<file path="src/rtl/stx_pkg.sv">
package stx_pkg;

    localparam int SAMPLE_W = 32;

    typedef struct packed {
        logic [SAMPLE_W-1:0] left;
        logic [SAMPLE_W-1:0] right;
    } pair_t;

    // slot length in bits from its code
    function automatic logic [6:0] slot_bits(input logic [1:0] code);
        case (code)
            2'd0:    return 7'd16;
            2'd1:    return 7'd32;
            default: return 7'd64;
        endcase
    endfunction

    // word length in bits from its code
    function automatic logic [5:0] word_bits(input logic [1:0] code);
        case (code)
            2'd0:    return 6'd16;
            2'd1:    return 6'd24;
            default: return 6'd32;
        endcase
    endfunction

endpackage

</file>
<file path="src/rtl/stx_fifo.sv">
module stx_fifo #(
    parameter int DEPTH = 4,
    parameter int W     = 64
) (
    input  logic         clk,
    input  logic         rst_n,
    input  logic         push,
    input  logic [W-1:0] din,
    input  logic         pop,
    output logic [W-1:0] dout,
    output logic         full,
    output logic         empty
);
    localparam int AW = (DEPTH > 1) ? $clog2(DEPTH) : 1;
    localparam int CW = $clog2(DEPTH + 1);

    typedef struct packed {
        logic [AW-1:0] wp;
        logic [AW-1:0] rp;
        logic [CW-1:0] cnt;
    } ptr_t;

    ptr_t ptr_d, ptr_q;
    logic [W-1:0] mem [DEPTH];
    logic do_push, do_pop;

    assign full  = (ptr_q.cnt == CW'(DEPTH));
    assign empty = (ptr_q.cnt == '0);
    assign dout  = mem[ptr_q.rp];

    always_comb begin
        ptr_d   = ptr_q;
        do_push = push && !full;
        do_pop  = pop && !empty;
        if (do_push) begin
            ptr_d.wp = (ptr_q.wp == AW'(DEPTH - 1)) ? '0 : ptr_q.wp + 1'b1;
        end
        if (do_pop) begin
            ptr_d.rp = (ptr_q.rp == AW'(DEPTH - 1)) ? '0 : ptr_q.rp + 1'b1;
        end
        case ({do_push, do_pop})
            2'b10:   ptr_d.cnt = ptr_q.cnt + 1'b1;
            2'b01:   ptr_d.cnt = ptr_q.cnt - 1'b1;
            default: ptr_d.cnt = ptr_q.cnt;
        endcase
    end

    always_ff @(posedge clk) begin
        if (!rst_n) ptr_q <= '0;
        else        ptr_q <= ptr_d;
    end

    always_ff @(posedge clk) begin
        if (do_push) mem[ptr_q.wp] <= din;
    end

endmodule

</file>
<file path="src/rtl/stx_slot_pick.sv">
module stx_slot_pick #(
    parameter int SW = 32
) (
    input  logic [5:0]    pos,      // position inside the slot
    input  logic [6:0]    slot_len,
    input  logic [5:0]    wlen,
    input  logic          delay,
    input  logic          rjust,
    input  logic [SW-1:0] word,
    output logic          bit_out
);
    logic [6:0] avail, eff, start, off, p7;
    logic [4:0] idx;
    logic       hit;

    always_comb begin
        p7    = {1'b0, pos};
        // right alignment overrides the first-bit delay
        avail = rjust ? slot_len : slot_len - {6'b0, delay};
        eff   = ({1'b0, wlen} < avail) ? {1'b0, wlen} : avail;
        start = rjust ? slot_len - eff : {6'b0, delay};
        off   = p7 - start;
        hit   = (p7 >= start) && (off < eff);
        idx   = 5'({1'b0, wlen} - 7'd1 - off);
        bit_out = hit && word[idx];
    end

endmodule

</file>
<file path="src/rtl/stereo_ser_tx.sv">
module stereo_ser_tx #(
    parameter int FIFO_DEPTH = 4
) (
    input  logic        clk,
    input  logic        rst_n,
    input  logic        wr_en,
    input  logic [31:0] wr_left,
    input  logic [31:0] wr_right,
    input  logic        bit_tick,
    input  logic        frame_sync,
    input  logic        tx_en,
    input  logic        cfg_delay,
    input  logic        cfg_rjust,
    input  logic [1:0]  cfg_wlen,
    input  logic [1:0]  cfg_slot,
    input  logic        clr_underrun,
    output logic        sdata,
    output logic        fifo_full,
    output logic        fifo_empty,
    output logic        underrun
);
    import stx_pkg::*;

    localparam int FRAME_MAX = 128;
    localparam int POS_W     = $clog2(FRAME_MAX + 1);

    typedef struct packed {
        logic [POS_W-1:0] pos;
        logic             framed;
        pair_t            cur;
        logic             sdata;
        logic             underrun;
    } st_t;

    st_t   st_d, st_q;
    pair_t head, pair_now;
    logic  pop;
    logic  [POS_W-1:0] pos_now, pos_rel;
    logic  [6:0] slot_len;
    logic  [5:0] wlen, slot_pos;
    logic  right_ch, in_frame, pick_bit;
    logic  [SAMPLE_W-1:0] word_now;

    stx_fifo #(.DEPTH(FIFO_DEPTH), .W($bits(pair_t))) u_fifo (
        .clk   (clk),
        .rst_n (rst_n),
        .push  (wr_en),
        .din   ({wr_left, wr_right}),
        .pop   (pop),
        .dout  (head),
        .full  (fifo_full),
        .empty (fifo_empty)
    );

    // position and sample feeding the bit picker
    always_comb begin
        slot_len = slot_bits(cfg_slot);
        wlen     = word_bits(cfg_wlen);
        pos_now  = frame_sync ? '0 : st_q.pos;
        if (frame_sync) pair_now = (tx_en && !fifo_empty) ? head : '0;
        else            pair_now = st_q.cur;
        right_ch = (pos_now >= POS_W'(slot_len));
        in_frame = (pos_now < POS_W'({slot_len, 1'b0}));
        pos_rel  = right_ch ? pos_now - POS_W'(slot_len) : pos_now;
        slot_pos = 6'(pos_rel);
        word_now = right_ch ? pair_now.right : pair_now.left;
    end

    stx_slot_pick #(.SW(SAMPLE_W)) u_pick (
        .pos      (slot_pos),
        .slot_len (slot_len),
        .wlen     (wlen),
        .delay    (cfg_delay),
        .rjust    (cfg_rjust),
        .word     (word_now),
        .bit_out  (pick_bit)
    );

    always_comb begin
        st_d = st_q;
        pop  = 1'b0;
        if (clr_underrun) st_d.underrun = 1'b0;
        if (bit_tick) begin
            if (frame_sync) begin
                st_d.framed = 1'b1;
                st_d.cur    = pair_now;
                if (tx_en) begin
                    if (!fifo_empty) pop = 1'b1;
                    else             st_d.underrun = 1'b1;
                end
            end
            st_d.pos   = (pos_now == '1) ? pos_now : pos_now + 1'b1;
            st_d.sdata = tx_en && (frame_sync || st_q.framed) && in_frame && pick_bit;
        end
    end

    always_ff @(posedge clk) begin
        if (!rst_n) st_q <= '0;
        else        st_q <= st_d;
    end

    assign sdata    = st_q.sdata;
    assign underrun = st_q.underrun;

endmodule

</file>
<file path="config.mk">
export PLATFORM = sky130hd
export DESIGN_NAME = stereo_ser_tx
export DESIGN_NICKNAME = d
export VERILOG_FILES = /design/src/rtl/stx_pkg.sv /design/src/rtl/stx_fifo.sv /design/src/rtl/stx_slot_pick.sv /design/src/rtl/stereo_ser_tx.sv
export SDC_FILE = /design/constraint.sdc
export NUM_CORES = 1
export LEC_CHECK = 0
export BUFFER_PORTS_ARGS = -buffer_cell sky130_fd_sc_hd__buf_2
export CORE_MARGIN = 3
export CORE_UTILIZATION = 41
export DETAILED_ROUTE_END_ITERATION = 6
export PLACE_DENSITY_LB_ADDON = 0.3
export SYNTH_ARGS = -nofsm -noshare
export SYNTH_HDL_FRONTEND = slang
export SYNTH_SLANG_ARGS = --single-unit
export TNS_END_PERCENT = 1
</file>
<file path="constraint.sdc">
create_clock -name clk -period 5.2 [get_ports clk]
set_input_delay 0.52 -clock clk [delete_from_list [all_inputs] [get_ports clk]]
set_output_delay 0.52 -clock clk [all_outputs]
set_load 0.02 [all_outputs]
</file>
## Word level (Yosys, flattened, before mapping)

Memory sizes are Yosys's and may differ from the RTL's. A register that Yosys moved wholly into a read port is not among the register bits.
Index checks and enable logic that the tools add are counted.

| storage, ports and cells | value |
|---|---|
| register bits | 82 |
| memory bits (writable) | 256 |
| output and inout port bits | 4 |
| memories | 1 |

Memories:

| memory | depth | bits a word | read ports | clocked after Yosys merged registers in | wr ports | line | source |
|---|---|---|---|---|---|---|---|
| u_fifo.mem | 4 | 64 | 1 | 1 | 1 | stx_fifo.sv:24 | `logic [W-1:0] mem [DEPTH];` |

| cells by class | value |
|---|---|
| $add $sub $neg | 11 |
| magnitude comparators | 6 |
| equal/unequal tests | 8 |
| muxes and demuxes | 29 |
| reduce and logical (&&, ||, !) cells | 16 |

Operators with widths:

| cell | count |
|---|---|
| $mux W64 | 2 |
| $mux W32 | 1 |
| $mux W7 | 3 |
| $mux W8 | 2 |
| $pmux W7 S2 | 1 |
| $mux W1 | 12 |
| $pmux W6 S2 | 1 |
| $add A8 B1 Y8 const B | 1 |
| $eq A8 B8 Y1 const B | 1 |
| $ge A8 B7 Y1 | 1 |
| $logic_and A1 B1 Y1 | 8 |
| $lt A8 B8 Y1 | 1 |
| $mux W2 | 4 |
| $ge A6 B7 Y1 | 1 |
| $lt A6 B7 Y1 | 1 |
| $lt A7 B7 Y1 | 1 |
| $sub A6 B7 Y7 | 1 |
| $sub A7 B1 Y7 | 1 |
| $sub A7 B7 Y7 | 1 |
| $eq A2 B1 Y1 const B | 3 |
| $eq A2 B2 Y1 const B | 3 |
| $lt A5 B6 Y1 const B | 1 |
| $mux W6 | 1 |
| $pmux W3 S2 | 1 |
| other kinds (14) | 17 |

## Depth between registers and ports, before layout

Gate-level depths: netlist of the first run.

| depth | value |
|---|---|
| word-level depth | 14 |
| mapped depth | 27 |
| depth with buffers taken out | 27 |

## By module

From an unflattened synthesis of the first run, not the netlist that was laid out.

| unflattened totals | value |
|---|---|
| cells, all modules | 1147 |
| area, all modules | 15782.6 um2 |

By module, submodules not included:

| module | instances | cells an instance | area each (um2) | sequential area each (um2) |
|---|---|---|---|---|
| stx_fifo | 1 | 390 | 9804.4 | 7867.5 |
| stereo_ser_tx | 1 | 561 | 4400.5 | 1501.4 |
| stx_slot_pick | 1 | 196 | 1577.8 | 0.0 |

## Worst setup path before layout of the first run

Ideal clock, no wire load.

| timing | value |
|---|---|
| path type | input to register |
| start point | input frame_sync |
| end point | register st_q (netlist bit sdata) |
| data arrival time | 5.142 ns |
| path slack | -0.016 ns |
| stages | 26 |
| path buffers | 7 |
| cell sequence | buf_6 clkbuf_1 clkbuf_1 clkbuf_1 nor2b_1 ha_1 and4_1 a2111oi_4 buf_6 buf_8 buf_4 mux2i_1 ha_1 o21ai_0 nand2_1 a21oi_1 xnor2_1 ha_1 nand2_1 o2111ai_1 nor4b_1 o211a_1 o211ai_1 a41oi_1 a31oi_1 a31oi_1 |

| on the way | value |
|---|---|
| word-level cells in the longest chain between the ends | 9 |
| elaborated cells on any way between the ends | 19 |
| classes of those cells | add/sub: 3; order compare: 4; mux: 6; reduce/logical: 6 |

Ends and longest elaborated chain:

| element | line | source |
|---|---|---|
| start, declared | stereo_ser_tx.sv:10 | `input logic frame_sync,` |
| $mux W8 | stereo_ser_tx.sv:59 | `pos_now = frame_sync ? '0 : st_q.pos;` |
| $ge A8 B7 Y1 or $sub A6 B6 Y6 (tied branches) | stereo_ser_tx.sv:62, stereo_ser_tx.sv:64 |  |
| $mux W6 | stereo_ser_tx.sv:64 | `pos_rel = right_ch ? pos_now - POS_W'(slot_len) : pos_now;` |
| $sub A6 B7 Y7 | stx_slot_pick.sv:22 | `off = p7 - start;` |
| $sub A5 B5 Y5 | stx_slot_pick.sv:24 | `idx = 5'({1'b0, wlen} - 7'd1 - off);` |
| $bmux W1 S5 | stx_slot_pick.sv:25 | `bit_out = hit && word[idx];` |
| $mux W1 (implied by the code) | stx_slot_pick.sv:25 |  |
| $logic_and A1 B1 Y1 | stx_slot_pick.sv:25 |  |
| $logic_and A1 B1 Y1 (*) | stereo_ser_tx.sv:93 | `st_d.sdata = tx_en && (frame_sync \|\| st_q.framed) && in_frame && pick_bit;` |
| end signal, assigned | stereo_ser_tx.sv:99 | `else st_q <= st_d;` |
| end, declared | stereo_ser_tx.sv:35 | `st_t st_d, st_q;` |

Mark *: on every way between the ends. The rest lies on a longest branch, timed or not. The select of a mux whose other input is x is not followed.
A chain may end at the register's enable or synchronous reset.

## Final worst setup path of the first run

| timing | value |
|---|---|
| start point | input cfg_slot[1] |
| end point | register st_q (netlist bit sdata) |

| on the way | value |
|---|---|
| word-level cells in the longest chain between the ends | 14 |
| elaborated cells on any way between the ends | 24 |
| classes of those cells | add/sub: 5; order compare: 5; eq/ne: 1; mux: 8; reduce/logical: 5 |

Ends and longest elaborated chain:

| element | line | source |
|---|---|---|
| start, declared | stereo_ser_tx.sv:15 | `input logic [1:0] cfg_slot,` |
| $eq A2 B1 Y1 or $logic_not A2 Y1 (tied branches) | stx_pkg.sv:12 | `case (code)` |
| $pmux W7 S2 (*) | stx_pkg.sv:12 |  |
| $sub A7 B1 Y7 | stx_slot_pick.sv:19 | `avail = rjust ? slot_len : slot_len - {6'b0, delay};` |
| $mux W7 | stx_slot_pick.sv:19 |  |
| $lt A6 B7 Y1 | stx_slot_pick.sv:20 | `eff = ({1'b0, wlen} < avail) ? {1'b0, wlen} : avail;` |
| $mux W7 | stx_slot_pick.sv:20 |  |
| $sub A7 B7 Y7 | stx_slot_pick.sv:21 | `start = rjust ? slot_len - eff : {6'b0, delay};` |
| $mux W7 | stx_slot_pick.sv:21 |  |
| $sub A6 B7 Y7 | stx_slot_pick.sv:22 |  |
| $sub A5 B5 Y5 | stx_slot_pick.sv:24 |  |
| $bmux W1 S5 | stx_slot_pick.sv:25 |  |
| $mux W1 (implied by the code) | stx_slot_pick.sv:25 |  |
| $logic_and A1 B1 Y1 | stx_slot_pick.sv:25 |  |
| $logic_and A1 B1 Y1 (*) | stereo_ser_tx.sv:93 |  |

Marked as above.

==> impl_metrics.ini, run 1 <==
[synthesis]
synth-seq-cells = 340
synth.largest_area_cell = edfxtp_1
synth_top_cells_by_count = edfxtp_1 (256), mux4_2 (96), nand2_1 (90)
synth_ff_type = edfxtp_1
synthCells = 1049
syn-cell-area_sq_um = 15400
syn_nets = 1160
ys_seq_area_frac = 0.607
synthArstFlopShare = 0
synth_area_per_cell_sq_um = 14.7
synth_top_area_frac = 0.498
synth_warnings = 0
synth_cell_types = 62
synth_most_common_cell = edfxtp_1
synth_edf_count = 256
synth.area.top_cells = edfxtp_1 (50%), mux4_2 (14%), dfxtp_1 (11%)

[power_and_ir_drop]
p_seq_frac = 0.499
combPwrFrac = 0.110
power.density_nw_per_um2 = 351
leakagePower_nw = 5.97
intPower_mw = 4.74
swShare = 0.231
clock_power_share = 0.391
power.switching_mw = 1.42
irDropWorstVdd_mv = 0.190

[timing]
timing.final.crit_period_ns = 4.78
setup_viol_count_final = 0
fmax_mhz = 209
fin_worst_skew_ns = 0.0134
final-hold-violation-count = 0
whs_ns = 0.215
timing.final.crit_share = 0.919
layout_setup_ws_ns = 0.422
report.final.slew_viol_count = 0
worst_pin_slew_ns = 1.22
max_slew_margin = 0.186

[placed_design]
place.gp.congestion = 0.822
hpwl_um = 21100
io_buffers = 80
dp_cells = 1601
place_ws_ns = -0.207

[worst_setup_path]
cp_slowest_stage_delay_ns = 0.39
crit_path_start_kind = input pin
r2r_cells = 19
path_class = in -> reg
cpMostUsedCell = ha_1
reg2reg_to = sdata$_SDFFE_PN0P_
worst-path-buf-inv = 4
cp_top_family = compound AO/OA/AOI/OAI gates
cp_slowest_cell = or3_1
r2r_start = st_q[73]$_SDFFE_PN0P_
crit_fanout = 4
required_ns = 5.64
crit_arrival_ns = 5.22
rrSetupSlack_ns = 1.24
endpoint_kind = flip-flop

[cts]
postCtsHoldBufs = 0
clock_latency_ns = 0.52
cts_sinks = 340
cts_inserted_buffers = 35
cts_max_path_buffers = 3
htreeDepth = 2
root_buffer = clkbuf_16
path_clk_slew_ns = 0.06
cts_tree = yes

[min_path]
hold_end = u_fifo.mem[0][44]$_DFFE_PP_
holdPathStages = 1
hold_start = wr_left[12]
hold_path.class = in -> reg

[final_layout]
layout-drive-gt1-share = 0.246
fin_cells = 1664
num_antenna_cells = 0
fin_nets = 1246
fillCellCount = 3236
area_growth_syn_to_layout_pct = 13.9
multiInputGateArea_sq_um = 5670
final-seq-area_sq_um = 9380
utilization = 0.477

[floorplanning]
die_w_um = 200
core_area_sq_um = 36900
pin_count = 81
initial_core_util = 0.418
die_area_sq_um = 40000
fp-row-count = 70
die_h_um = 200

[drt]
route.detailed.drc = 0
first_iter_violations = 788
drt_wl_total_um = 33800
postRouteAntennaNets = 0
routed_via_density = 5.49
avgRoutedWirePerCell_um = 20.3
firstDrtPassIters = 5
num_vias = 9140

[global_route]
antenna_found_initial = 3
grt_pass1_vias = 9423
grt_max_degree = 65
grt_remaining_overflow = 0
grt_pass1_wl_um = 53500
grt_util_all_layers = 0.172

[run]
drv_cap = 0

[run_status]
status = finished, final reports clean
worst max path at each step:
stage	slack (ns)	cells after the start	end	from
detailed placement	-0.21	28	sdata$_SDFFE_PN0P_	cfg_slot[1]
finish	0.42	29	sdata$_SDFFE_PN0P_	cfg_slot[1]
global route	-0.02	29	sdata$_SDFFE_PN0P_	cfg_slot[1]
floorplan	0.05	26	sdata$_SDFFE_PN0P_	frame_sync
global placement	-0.04	28	sdata$_SDFFE_PN0P_	cfg_slot[1]
CTS	0.31	28	sdata$_SDFFE_PN0P_	cfg_slot[1]
per-layer routing:
metal  part of all wire  vias up  GRT usage
li1                   -     4237          -
met1               0.46     4621      0.249
met2               0.47      223      0.273
met3              0.056       53     0.0327
met4              0.017        6     0.0393
met5            0.00083        -          0
per-stage QoR:
step	instance area (sq um)	setup TNS (ns)	total power, mW
finish	17600	0	6.16
global route	17600	-0.0158	6.42
CTS	17500	0	6.22
detailed placement	16400	-0.207	3.81
global placement	16400	-0.0443	3.80
floorplan	15400	0	3.58
what timing repair did:
| item | in CTS | in global routing |
|---|---|---|
| endpoints found under the setup margin | 0 | 1 |
| setup buffers | 0 | 1 |
| resized for setup | 0 | 7 |
layout make-up:
| type | count | area share |
|---|---|---|
| well taps | 504 | 0.0359 |
| repair buffers | 116 | 0.0396 |
| flip-flops and latches | 340 | 0.533 |
| clock buffers | 46 | 0.0551 |
| inverters | 27 | 0.00577 |
| clock inverters | 16 | 0.00797 |
| multi-input cells | 615 | 0.322 |
kinds of logic (layout without fill, tap and decap cells):
| family | after synthesis | after routing | synth area share |
|---|---|---|---|
| and+or+nand+nor | 249 | 249 | 0.0743 |
| AOI/OAI and AO/OA | 164 | 164 | 0.0764 |
| buffers and inverters | 94 | 205 | 0.0282 |
| muxes | 153 | 153 | 0.177 |
| xor gates and xnor gates | 14 | 14 | 0.00795 |
| other | 1 | 1 | 0.000243 |
| DFF | 340 | 340 | 0.607 |
| adders and majority gates | 34 | 34 | 0.0285 |
sequential cells by signal, indices dropped and copies added (netlist names), named ones only:
name and flops:
u_fifo.ptr_q 7, u_fifo.mem 256, underrun 1, st_q 73, sdata 1
layout by cell type (no fill, tap or decap), types with 3 or more instances in the layout:
cell type / count
edfxtp_1: 256
mux4_2: 96
nand2_1: 89
dfxtp_1: 82
buf_2: 80
nor2_1: 74
mux2i_1: 55
clkbuf_16: 36
buf_4: 34
a22oi_1: 33
ha_1: 31
a21oi_1: 30
and2_1: 29
inv_1: 25
a21boi_0: 17
o21ai_0: 12
o2111ai_1: 12
nor2b_1: 11
a31oi_1: 10
o211ai_1: 10
xnor2_1: 9
nand2b_1: 7
clkbuf_1: 7
nor3_1: 6
a211oi_1: 6
clkinv_2: 6
o221ai_1: 5
nand4_1: 5
xor2_1: 5
and3_1: 5
nor3b_1: 4
clkinv_1: 4
and2_2: 4
nand3_1: 4
a21oi_2: 3
inv_6: 3
clkbuf_8: 3
power by group through the flow:
| stage | clock [mW] | combinational (mW) | sequential (mW) |
|---|---|---|---|
| after global placement | 0 | 0.667 | 3.13 |
| after CTS | 2.46 | 0.678 | 3.08 |
| after global routing | 2.58 | 0.749 | 3.09 |
| after detailed placement | 0 | 0.675 | 3.14 |
| final | 2.41 | 0.678 | 3.08 |
| after floorplan | 0 | 0.457 | 3.12 |
No activity file was read; power rests on OpenSTA's default activity.
==> run 2: changes to the inputs <==
CTS_CLUSTER_DIAMETER = 80   (was default)
REMOVE_ABC_BUFFERS = 1   (was default)
==> run 2 against run 1 <==
Against the previous run: core utilization is the same; worst hold slack lost 0.00051 ns; combinational power shrank 1%; cell count grew 0.42%; sequential cell count is the same; global-route usage is essentially flat; critical path depth is the same; maximum frequency shrank 0.56%; register-to-register slack lost 0.16 ns; clock skew grew 0.0011 ns; count of clock-buffer cells in the layout is the same; largest cell class unchanged.
==> impl_metrics.ini, run 2 (synthesized netlist as in run 1, its figures left out) <==
[floorplanning]
die_area_sq_um = 40000
core_area_sq_um = 36900
die_w_um = 200
pin_count = 81
die_h_um = 200
initial_core_util = 0.418
fp-row-count = 70

[worst_setup_path]
crit_path_start_kind = input pin
rrSetupSlack_ns = 1.08
cpMostUsedCell = ha_1
r2r_start = st_q[72]$_SDFFE_PN0P_
cp_slowest_cell = mux2_2
required_ns = 5.64
crit_arrival_ns = 5.24
reg2reg_to = sdata$_SDFFE_PN0P_
cp_slowest_stage_delay_ns = 0.35
endpoint_kind = flip-flop
path_class = in -> reg
r2r_cells = 19
crit_fanout = 2

[final_layout]
layout_commonest_cell = edfxtp_1
largest_register = u_fifo.mem
utilization = 0.477
largest_reg_flops = 256
largestRegisters = u_fifo.mem: 256 flops, st_q: 73 flops, u_fifo.ptr_q: 7 flops
area_growth_syn_to_layout_pct = 13.9
final_cell_mix = edfxtp_1 (256), mux4_2 (96), nand2_1 (89)
fin_nets = 1252
layout-drive-gt1-share = 0.240

[timing]
worst_pin_slew_ns = 1.02
max_slew_margin = 0.318
report.final.slew_viol_count = 0
final-hold-violation-count = 0
setup_viol_count_final = 0
whs_ns = 0.215
timing.final.crit_period_ns = 4.81
fin_worst_skew_ns = 0.0144
fmax_mhz = 208
timing.final.crit_share = 0.924

[drt]
first_iter_violations = 554
route.detailed.drc = 0
postRouteAntennaNets = 0
firstDrtPassIters = 5
num_vias = 9205
drt_wl_total_um = 34000
avgRoutedWirePerCell_um = 20.4
routed_via_density = 5.51

[run]
drv_cap = 0

[global_route]
grt_remaining_overflow = 0
grt_pass1_vias = 9361
antenna_found_initial = 6
grt_util_all_layers = 0.172
grt_max_degree = 73
grt_pass1_wl_um = 53500

[placed_design]
place.gp.congestion = 0.791
hpwl_um = 21600
io_buffers = 80

[min_path]
holdPathStages = 1
hold_start = wr_right[12]
hold_path.class = in -> reg
hold_end = u_fifo.mem[1][12]$_DFFE_PP_

[cts]
path_clk_slew_ns = 0.06
htreeDepth = 2
cts_max_path_buffers = 3
root_buffer = clkbuf_16
cts_tree = yes
clock_latency_ns = 0.52
cts_sinks = 340
cts_inserted_buffers = 37
cts_setup_buffers = 0

[power_and_ir_drop]
irDropWorstVdd_mv = 0.180
power.density_nw_per_um2 = 351
leakagePower_nw = 5.98

[run_status]
status = finished, final reports clean
## run 2: metal layers
metal	share of wire	global-route usage	vias up	routed length [um]
li1	-	-	4246	-
met3	0.045	0.0317	59	1540
met1	0.46	0.245	4713	15600
met4	0.022	0.0483	8	758
met5	0.0017	0	-	57
met2	0.47	0.275	179	16100
## run 2: final cells by class
cell class                 instances  area, sq um
inverter                          27          101
clock inverter                    17          130
timing repair buffer             120          701
clock buffer                      46          970
multi-input combinational        615         5660
fill                            3236        19300
sequential                       340         9380
antenna                            2         5.00
tap                              504          631
## run 2: through the flow
step / setup slack (ns) / total power, mW / setup TNS (ns) / area (sq um) / cells
2_1_floorplan: -0.624 / 3.56 / -0.624 / 15100 / 982
3_3_place_gp: -0.0324 / 3.79 / -0.0324 / 16500 / 1606
3_5_place_dp: -0.191 / 3.80 / -0.191 / 16500 / 1606
4_1_cts: 0.309 / 6.23 / 0 / 17600 / 1669
5_1_grt: -0.0502 / 6.42 / -0.0502 / 17600 / 1671
6_report: 0.395 / 6.17 / 0 / 17600 / 1671
## run 2: how the worst max path moves through the flow
stage,depth (start not counted),end,from
6_report,29,sdata$_SDFFE_PN0P_,cfg_slot[1]
5_1_grt,29,sdata$_SDFFE_PN0P_,cfg_slot[1]
4_1_cts,28,sdata$_SDFFE_PN0P_,cfg_slot[1]
3_5_place_dp,28,sdata$_SDFFE_PN0P_,cfg_slot[1]
3_3_place_gp,28,sdata$_SDFFE_PN0P_,cfg_slot[1]
2_1_floorplan,20,sdata$_SDFFE_PN0P_,cfg_slot[0]
## run 2: critical path, delay by kind of cell
family / cells / cell delay [ns]
AO/OA/AOI/OAI: 12 / 1.76
adder cells (fa/ha/maj): 5 / 1.39
AND/OR/NAND/NOR: 6 / 0.64
multiplexers: 1 / 0.35
buffers and inverters: 3 / 0.31
XOR/XNOR: 2 / 0.28
## run 2: repair_timing
item,CTS,global route
hold buffers,0,0
setup endpoints to repair,0,1
gates resized for setup,0,3
## run 2: power by group
group,switching (mW),internal [mW]
sequential,0.0492,3.03
clock,1.01,1.42
combinational,0.377,0.291
